==> config.mk <==
export PLATFORM = sky130hd
export DESIGN_NAME = walk_bus_tester
export DESIGN_NICKNAME = d
export VERILOG_FILES = /design/src/rtl/wbt_pkg.sv /design/src/rtl/wbt_pattern.sv /design/src/rtl/wbt_busport.sv /design/src/rtl/wbt_judge.sv /design/src/rtl/walk_bus_tester.sv
export SDC_FILE = /design/constraint.sdc
export NUM_CORES = 1
export LEC_CHECK = 0
export BUFFER_PORTS_ARGS = -buffer_cell sky130_fd_sc_hd__clkbuf_2
export CORE_UTILIZATION = 45
export CTS_CLUSTER_DIAMETER = 120
export DETAILED_ROUTE_END_ITERATION = 8
export HOLD_SLACK_MARGIN = 0.12
export MAX_ROUTING_LAYER = met4
export PLACE_DENSITY = 0.67
export SYNTH_ARGS = -nofsm -noshare
export SYNTH_HDL_FRONTEND = slang
export SYNTH_SLANG_ARGS = --single-unit
==> constraint.sdc <==
create_clock -name clk -period 5.9 [get_ports clk]
set_clock_uncertainty 0.2 [all_clocks]
set_input_delay 0 -clock clk [delete_from_list [all_inputs] [get_ports clk]]
set_output_delay 0 -clock clk [all_outputs]
set_load 0.1 [all_outputs]
==> src/rtl/wbt_pkg.sv <==
package wbt_pkg;

  // Test step kinds, in execution order
  typedef enum logic [1:0] {
    PH_AW = 2'd0,   // address test, tag write
    PH_AR = 2'd1,   // address test, tag read
    PH_DW = 2'd2,   // data test, one-hot write
    PH_DR = 2'd3    // data test, read back
  } phase_e;

  // Failure location codes reported on fail_phase
  localparam logic [1:0] FC_NONE = 2'd0;
  localparam logic [1:0] FC_ADDR = 2'd1;
  localparam logic [1:0] FC_DATA = 2'd2;

  typedef enum logic [1:0] {
    ST_IDLE   = 2'd0,
    ST_LAUNCH = 2'd1,
    ST_WAIT   = 2'd2,
    ST_DONE   = 2'd3
  } state_e;

endpackage

==> src/rtl/wbt_pattern.sv <==
module wbt_pattern #(
  parameter int          ADDR_W    = 22,
  parameter int          DATA_W    = 32,
  parameter int          ADDR_BITS = 21,
  parameter int          IDX_W     = 6,
  parameter logic [31:0] TAG_BASE  = 32'hA5A5_0000,
  parameter logic [31:0] DATA_ADDR = 32'h0000_0155
) (
  input  wbt_pkg::phase_e    phase,
  input  logic [IDX_W-1:0]   idx,
  output logic [ADDR_W-1:0]  addr,
  output logic               we,
  output logic [DATA_W-1:0]  wdata,
  output logic [DATA_W-1:0]  expv,
  output logic               last
);
  import wbt_pkg::*;

  localparam logic [IDX_W-1:0]  LAST_A   = IDX_W'(ADDR_BITS);
  localparam logic [IDX_W-1:0]  LAST_D   = IDX_W'(DATA_W - 1);
  localparam logic [ADDR_W-1:0] FIX_ADDR = ADDR_W'(DATA_ADDR);
  localparam logic [DATA_W-1:0] TAG0     = DATA_W'(TAG_BASE);

  logic [ADDR_W-1:0] walk_addr;
  logic [DATA_W-1:0] walk_data;
  logic [DATA_W-1:0] tag;

  // step k = b+1 selects address bit b; step 0 leaves all bits low
  for (genvar b = 0; b < ADDR_W; b++) begin : g_addr
    if (b < ADDR_BITS) begin : g_walk
      assign walk_addr[b] = (idx == IDX_W'(b + 1));
    end else begin : g_zero
      assign walk_addr[b] = 1'b0;
    end
  end

  for (genvar j = 0; j < DATA_W; j++) begin : g_data
    assign walk_data[j] = (idx == IDX_W'(j));
  end

  assign tag = TAG0 + DATA_W'(idx);

  always_comb begin
    addr  = walk_addr;
    we    = 1'b0;
    wdata = '0;
    expv  = tag;
    last  = (idx == LAST_A);
    unique case (phase)
      PH_AW: begin
        we    = 1'b1;
        wdata = tag;
      end
      PH_AR: begin
        we    = 1'b0;
      end
      PH_DW: begin
        addr  = FIX_ADDR;
        we    = 1'b1;
        wdata = walk_data;
        expv  = walk_data;
        last  = (idx == LAST_D);
      end
      default: begin
        addr  = FIX_ADDR;
        expv  = walk_data;
        last  = (idx == LAST_D);
      end
    endcase
  end

endmodule

==> src/rtl/wbt_busport.sv <==
module wbt_busport #(
  parameter int ADDR_W = 22,
  parameter int DATA_W = 32
) (
  input  logic              clk,
  input  logic              rst,
  input  logic              go,
  input  logic              we,
  input  logic [ADDR_W-1:0] addr,
  input  logic [DATA_W-1:0] wdata,
  input  logic              ack,
  input  logic [DATA_W-1:0] rdata,
  output logic              req,
  output logic              req_we,
  output logic [ADDR_W-1:0] req_addr,
  output logic [DATA_W-1:0] req_wdata,
  output logic              trig,
  output logic              fin,
  output logic [DATA_W-1:0] rdata_q
);

  always_ff @(posedge clk) begin
    if (rst) begin
      req       <= 1'b0;
      req_we    <= 1'b0;
      req_addr  <= '0;
      req_wdata <= '0;
      trig      <= 1'b0;
      fin       <= 1'b0;
      rdata_q   <= '0;
    end else begin
      trig <= 1'b0;
      fin  <= 1'b0;
      if (go) begin
        req       <= 1'b1;
        trig      <= 1'b1;
        req_we    <= we;
        req_addr  <= addr;
        req_wdata <= wdata;
      end else if (req && ack) begin
        req     <= 1'b0;
        fin     <= 1'b1;
        rdata_q <= rdata;
      end
    end
  end

endmodule

==> src/rtl/wbt_judge.sv <==
module wbt_judge #(
  parameter int DATA_W = 32,
  parameter int IDX_W  = 6
) (
  input  logic              clk,
  input  logic              rst,
  input  logic              clr,
  input  logic              chk,
  input  logic              ok_end,
  input  wbt_pkg::phase_e   phase,
  input  logic [IDX_W-1:0]  idx,
  input  logic [DATA_W-1:0] expv,
  input  logic [DATA_W-1:0] obs,
  output logic              mism,
  output logic              done,
  output logic              pass,
  output logic [1:0]        fail_code,
  output logic [IDX_W-1:0]  fail_idx,
  output logic [DATA_W-1:0] fail_exp,
  output logic [DATA_W-1:0] fail_obs
);
  import wbt_pkg::*;

  assign mism = (expv != obs);

  always_ff @(posedge clk) begin
    if (rst || clr) begin
      done      <= 1'b0;
      pass      <= 1'b0;
      fail_code <= FC_NONE;
      fail_idx  <= '0;
      fail_exp  <= '0;
      fail_obs  <= '0;
    end else if (chk && mism) begin
      done      <= 1'b1;
      pass      <= 1'b0;
      fail_code <= (phase == PH_AR) ? FC_ADDR : FC_DATA;
      fail_idx  <= idx;
      fail_exp  <= expv;
      fail_obs  <= obs;
    end else if (ok_end) begin
      done <= 1'b1;
      pass <= 1'b1;
    end
  end

endmodule

==> src/rtl/walk_bus_tester.sv <==
module walk_bus_tester #(
  parameter int          ADDR_W    = 22,
  parameter int          DATA_W    = 32,
  parameter int          ADDR_BITS = 21,
  parameter logic [31:0] TAG_BASE  = 32'hA5A5_0000,
  parameter logic [31:0] DATA_ADDR = 32'h0000_0155,
  localparam int         MAXN      = (ADDR_BITS + 1 > DATA_W) ? ADDR_BITS + 1 : DATA_W,
  localparam int         IDX_W     = $clog2(MAXN + 1)
) (
  input  logic              clk,
  input  logic              rst,
  input  logic              start,
  output logic              bus_req,
  output logic              bus_we,
  output logic [ADDR_W-1:0] bus_addr,
  output logic [DATA_W-1:0] bus_wdata,
  output logic              bus_trig,
  input  logic              bus_ack,
  input  logic [DATA_W-1:0] bus_rdata,
  output logic              done,
  output logic              pass,
  output logic [1:0]        fail_phase,
  output logic [IDX_W-1:0]  fail_index,
  output logic [DATA_W-1:0] fail_exp,
  output logic [DATA_W-1:0] fail_obs
);
  import wbt_pkg::*;

  state_e            state;
  phase_e            phase;
  logic [IDX_W-1:0]  idx;

  logic [ADDR_W-1:0] pat_addr;
  logic              pat_we;
  logic [DATA_W-1:0] pat_wdata;
  logic [DATA_W-1:0] pat_exp;
  logic              pat_last;

  logic              go;
  logic              fin;
  logic [DATA_W-1:0] rd_q;
  logic              mism;
  logic              idle_like;
  logic              clr;
  logic              chk;
  logic              ok_end;

  assign idle_like = (state == ST_IDLE) || (state == ST_DONE);
  assign clr       = idle_like && start;
  assign go        = (state == ST_LAUNCH);
  assign chk       = (state == ST_WAIT) && fin && !pat_we;
  assign ok_end    = chk && !mism && (phase == PH_DR) && pat_last;

  wbt_pattern #(
    .ADDR_W(ADDR_W), .DATA_W(DATA_W), .ADDR_BITS(ADDR_BITS),
    .IDX_W(IDX_W), .TAG_BASE(TAG_BASE), .DATA_ADDR(DATA_ADDR)
  ) u_pat (
    .phase (phase),
    .idx   (idx),
    .addr  (pat_addr),
    .we    (pat_we),
    .wdata (pat_wdata),
    .expv  (pat_exp),
    .last  (pat_last)
  );

  wbt_busport #(.ADDR_W(ADDR_W), .DATA_W(DATA_W)) u_port (
    .clk       (clk),
    .rst       (rst),
    .go        (go),
    .we        (pat_we),
    .addr      (pat_addr),
    .wdata     (pat_wdata),
    .ack       (bus_ack),
    .rdata     (bus_rdata),
    .req       (bus_req),
    .req_we    (bus_we),
    .req_addr  (bus_addr),
    .req_wdata (bus_wdata),
    .trig      (bus_trig),
    .fin       (fin),
    .rdata_q   (rd_q)
  );

  wbt_judge #(.DATA_W(DATA_W), .IDX_W(IDX_W)) u_judge (
    .clk       (clk),
    .rst       (rst),
    .clr       (clr),
    .chk       (chk),
    .ok_end    (ok_end),
    .phase     (phase),
    .idx       (idx),
    .expv      (pat_exp),
    .obs       (rd_q),
    .mism      (mism),
    .done      (done),
    .pass      (pass),
    .fail_code (fail_phase),
    .fail_idx  (fail_index),
    .fail_exp  (fail_exp),
    .fail_obs  (fail_obs)
  );

  // Step sequencer: one transfer in flight at a time
  always_ff @(posedge clk) begin
    if (rst) begin
      state <= ST_IDLE;
      phase <= PH_AW;
      idx   <= '0;
    end else begin
      unique case (state)
        ST_IDLE, ST_DONE: begin
          if (start) begin
            phase <= PH_AW;
            idx   <= '0;
            state <= ST_LAUNCH;
          end
        end
        ST_LAUNCH: state <= ST_WAIT;
        default: begin
          if (fin) begin
            if (chk && mism) begin
              state <= ST_DONE;
            end else if (ok_end) begin
              state <= ST_DONE;
            end else begin
              state <= ST_LAUNCH;
              unique case (phase)
                PH_AW: begin
                  if (pat_last) begin
                    phase <= PH_AR;
                    idx   <= '0;
                  end else begin
                    idx <= idx + IDX_W'(1);
                  end
                end
                PH_AR: begin
                  if (pat_last) begin
                    phase <= PH_DW;
                    idx   <= '0;
                  end else begin
                    idx <= idx + IDX_W'(1);
                  end
                end
                PH_DW: phase <= PH_DR;
                default: begin
                  phase <= PH_DW;
                  idx   <= idx + IDX_W'(1);
                end
              endcase
            end
          end
        end
      endcase
    end
  end

endmodule


==> flow_summary.toml <==
[synth]
syn_inst = 842
ys_ff_latch = 173
synth-seq-area-share = 0.4603
syn-num-nets = 886
synth_area_per_cell_um2 = 8.935
synth_area_leaders = "dfxtp_1, mux2i_1, nand2_1"
async_flop_share = 0
synth_top_area_frac = 0.4603
synth_top_area_cell = "dfxtp_1"
ys.flop_type = "dfxtp_1"
syn_area_um2 = 7523
synth_edf_count = 0
synthDistinctLibCells = 74
ys_warn_count = 0

[worst_setup_path]
path_cells = "inv_2 > a32oi_1 > xnor2_1 > nor3_1 > nand4_2 > o21bai_4 > buf_4 > mux2i_1 > nor2_1"
ff2ff_path_depth = 9
r2r_slack_ps = 1160
cp.arrival_ps = 4820
timing.rr.end = "u_judge.fail_obs[27]$_SDFFE_PP0P_"
rr_startpoint = "phase[1]$_SDFFE_PP0P_"
crit_required_ps = 5980
cp_slowest_cell = "dfxtp_1"
path_class = "reg -> reg"
end_kind = "register"
crit_fanout = 35
startpoint_type = "register"
slowest_delay_ps = 1070

[detailed_routing]
postRouteWirelength_mm = 22.99
viasPerCell = 5.462
avgRoutedWirePerCell_um = 17.68
via_count = 7100
drc_errors = 0
drt_iter0_drc = 690
firstDrtPassIters = 5
detail-route-antenna-nets = 0

[timing]
worstMarginPinSlew_ps = 1127
drv_slew = 0
layout_setup_ws_ps = 1160
rsz0062_at_grt = "no"
finalHoldViolCount = 0
setup_viol_count_final = 0
max_freq_mhz = 211.0
relSlewSlack = 0.2476
fin_crit_ps = 4740
final.period_utilization = 0.8034
setup_tns_ps = 0

[power_and_ir_drop]
powerDensity_nw_per_um2 = 356.0
p_total_mw = 3.559
ir_drop_v = 0.0002180
p_leak_nw = 4.306

[floorplan]
core_um2 = 16120
die_h_um = 131.3
dieArea_um2 = 17240
num_io_pins = 167
fp.dieW_um = 131.3
placementRows = 46
start_util = 0.4668

[run_status]
status = "complete, no violations"

[place]
dp.cells = 1167
hpwl_mm = 14.56
gp_congestion = 0.8507
pre_cts_ws_ps = 1265
placement.io_buffers = 165

[cells_and_area]
seqCellArea_um2 = 3463
layout_common_cells = "dfxtp_1, clkbuf_2, nand2_1"
syn_to_final_growth_pct = 32.90
layout_commonest_cell = "dfxtp_1"
diodes = 0
finalNetCount = 1115
fillers = 1371
multiInputGateArea_um2 = 3616
fin_cells = 1300
drive_gt1_frac = 0.2122

[clocking]
clk_path_buf_depth = 2
cts_buffers = 17
cts_setup_buffers = 0
cts_tree = "yes"
ctsRootBufferMaster = "clkbuf_16"
clk_pin_slew_ps = 70
cts_sinks = 173
clkLatencyLatePin_ps = 430
htree_levels = 4
cts_resized = 0

[hold_path]
hold_end = "u_judge.fail_exp[13]$_SDFFE_PP0P_"
min_from = "u_judge.fail_exp[13]$_SDFFE_PP0P_"
worstHoldPathCells = 2
hp-class = "reg -> reg"

[flow_run]
maxCapViolations = 0

[global_routing]
antenna_found_initial = 0
grt_pass1_wl_mm = 36.29
grt_pass1_vias = 6590
track_usage = 0.2758
grt_max_degree = 75
gr-total-overflow = 0
## critical path, delay by kind of cell (launching register included)
kind / cells / cell delay [ps]
mux: 1 / 250
buf+inv: 2 / 1020
simple gates: 3 / 530
compound gates: 2 / 1340
xor+xnor: 1 / 140
flops: 1 / 1070
## report_power, final
part           internal [mW]  total, mW  switching (mW)  leakage [nW]
logic                  0.257      0.956           0.699          2.59
registers               1.24       1.32          0.0728          1.40
clock network          0.808       1.29           0.479         0.320
total                   2.31       3.56            1.25          4.31
## per-layer routing
layer	vias to the layer above	GRT usage	wire length [um]
met5	-	-	0
met4	0	0.08398	360
met3	33	0.05633	1456
met2	276	0.4273	10900
met1	3369	0.3613	10270
li1	3422	-	-
## worst max-delay path by stage
stage | startpoint | to | cells after the start
2_1_floorplan | idx[1]$_SDFFE_PP0P_ | u_judge.fail_obs[3]$_SDFFE_PP0P_ | 12
3_3_place_gp | idx[2]$_SDFFE_PP0P_ | u_judge.fail_obs[21]$_SDFFE_PP0P_ | 10
3_5_place_dp | idx[2]$_SDFFE_PP0P_ | u_judge.fail_exp[25]$_SDFFE_PP0P_ | 10
4_1_cts | idx[2]$_SDFFE_PP0P_ | u_judge.fail_exp[25]$_SDFFE_PP0P_ | 10
5_1_grt | idx[2]$_SDFFE_PP0P_ | u_judge.fail_exp[25]$_SDFFE_PP0P_ | 10
6_report | phase[1]$_SDFFE_PP0P_ | u_judge.fail_obs[27]$_SDFFE_PP0P_ | 9
## cell usage after synthesis (4+ instances only)
cell,n
nor3_1,19
xor2_1,4
nand2_1,123
xnor2_1,7
a32o_1,8
o21ai_0,36
nor4_1,4
a31oi_1,9
a22o_1,25
buf_2,12
nor2_1,92
dfxtp_1,173
o32ai_1,4
nand3b_1,6
or3_1,12
ha_1,8
clkbuf_1,38
nand3_1,10
a21oi_1,59
nor2b_1,7
or2_1,5
nor4bb_1,4
and3_1,4
buf_12,5
o21ai_1,4
nand2b_1,6
mux2i_1,57
nor3b_1,4
inv_1,17
buf_6,6
## cell families (layout without fill, tap and decap cells)
kind of cell / count (synthesis) / in the layout / share of synthesized area
AOI/OAI and AO/OA: 173 / 173 / 0.1515
xor gates and xnor gates: 11 / 11 / 0.01281
adders and majority gates: 8 / 8 / 0.01331
buffers and inverters: 83 / 325 / 0.06170
DFF: 173 / 173 / 0.4603
muxes: 59 / 59 / 0.07933
other: 1 / 1 / 0.0004984
and+or+nand+nor: 334 / 334 / 0.2205
## layout make-up
cell class	instances	area share
Multi-Input combinational cell	586	0.3617
Sequential cell	173	0.3464
Timing Repair Buffer	275	0.1905
Clock buffer	19	0.04430
Tap cell	216	0.02703
Clock inverter	13	0.02340
Inverter	18	0.006758
## per-stage QoR
stage	cell area, um^2	utilization	hold WS [ps]
final	9998	0.6204	251.3
after CTS	9998	0.6204	253.0
after global routing	9998	0.6204	276.0
after global placement	8310	0.5157	24.37
after detailed placement	8310	0.5157	28.66
after floorplan	7523	-	-64.03
## flip-flops by register name, summed over array words and instances, names as in the netlist
name / count
u_judge.fail_idx: 6
u_port.fin: 1
idx: 6
u_port.req: 1
u_judge.fail_obs: 32
u_port.rdata_q: 32
u_port.trig: 1
u_port.req_we: 1
u_judge.fail_exp: 32
u_port.req_wdata: 32
state: 2
u_port.req_addr: 21
u_judge.fail_code: 2
u_judge.done: 1
phase: 2
u_judge.pass: 1
## timing repair
action	CTS	global route
hold endpoints to repair	48	0
hold buffers	101	0
endpoints found under the setup margin	0	0
Note: power is estimated with default switching activity, not from simulation.
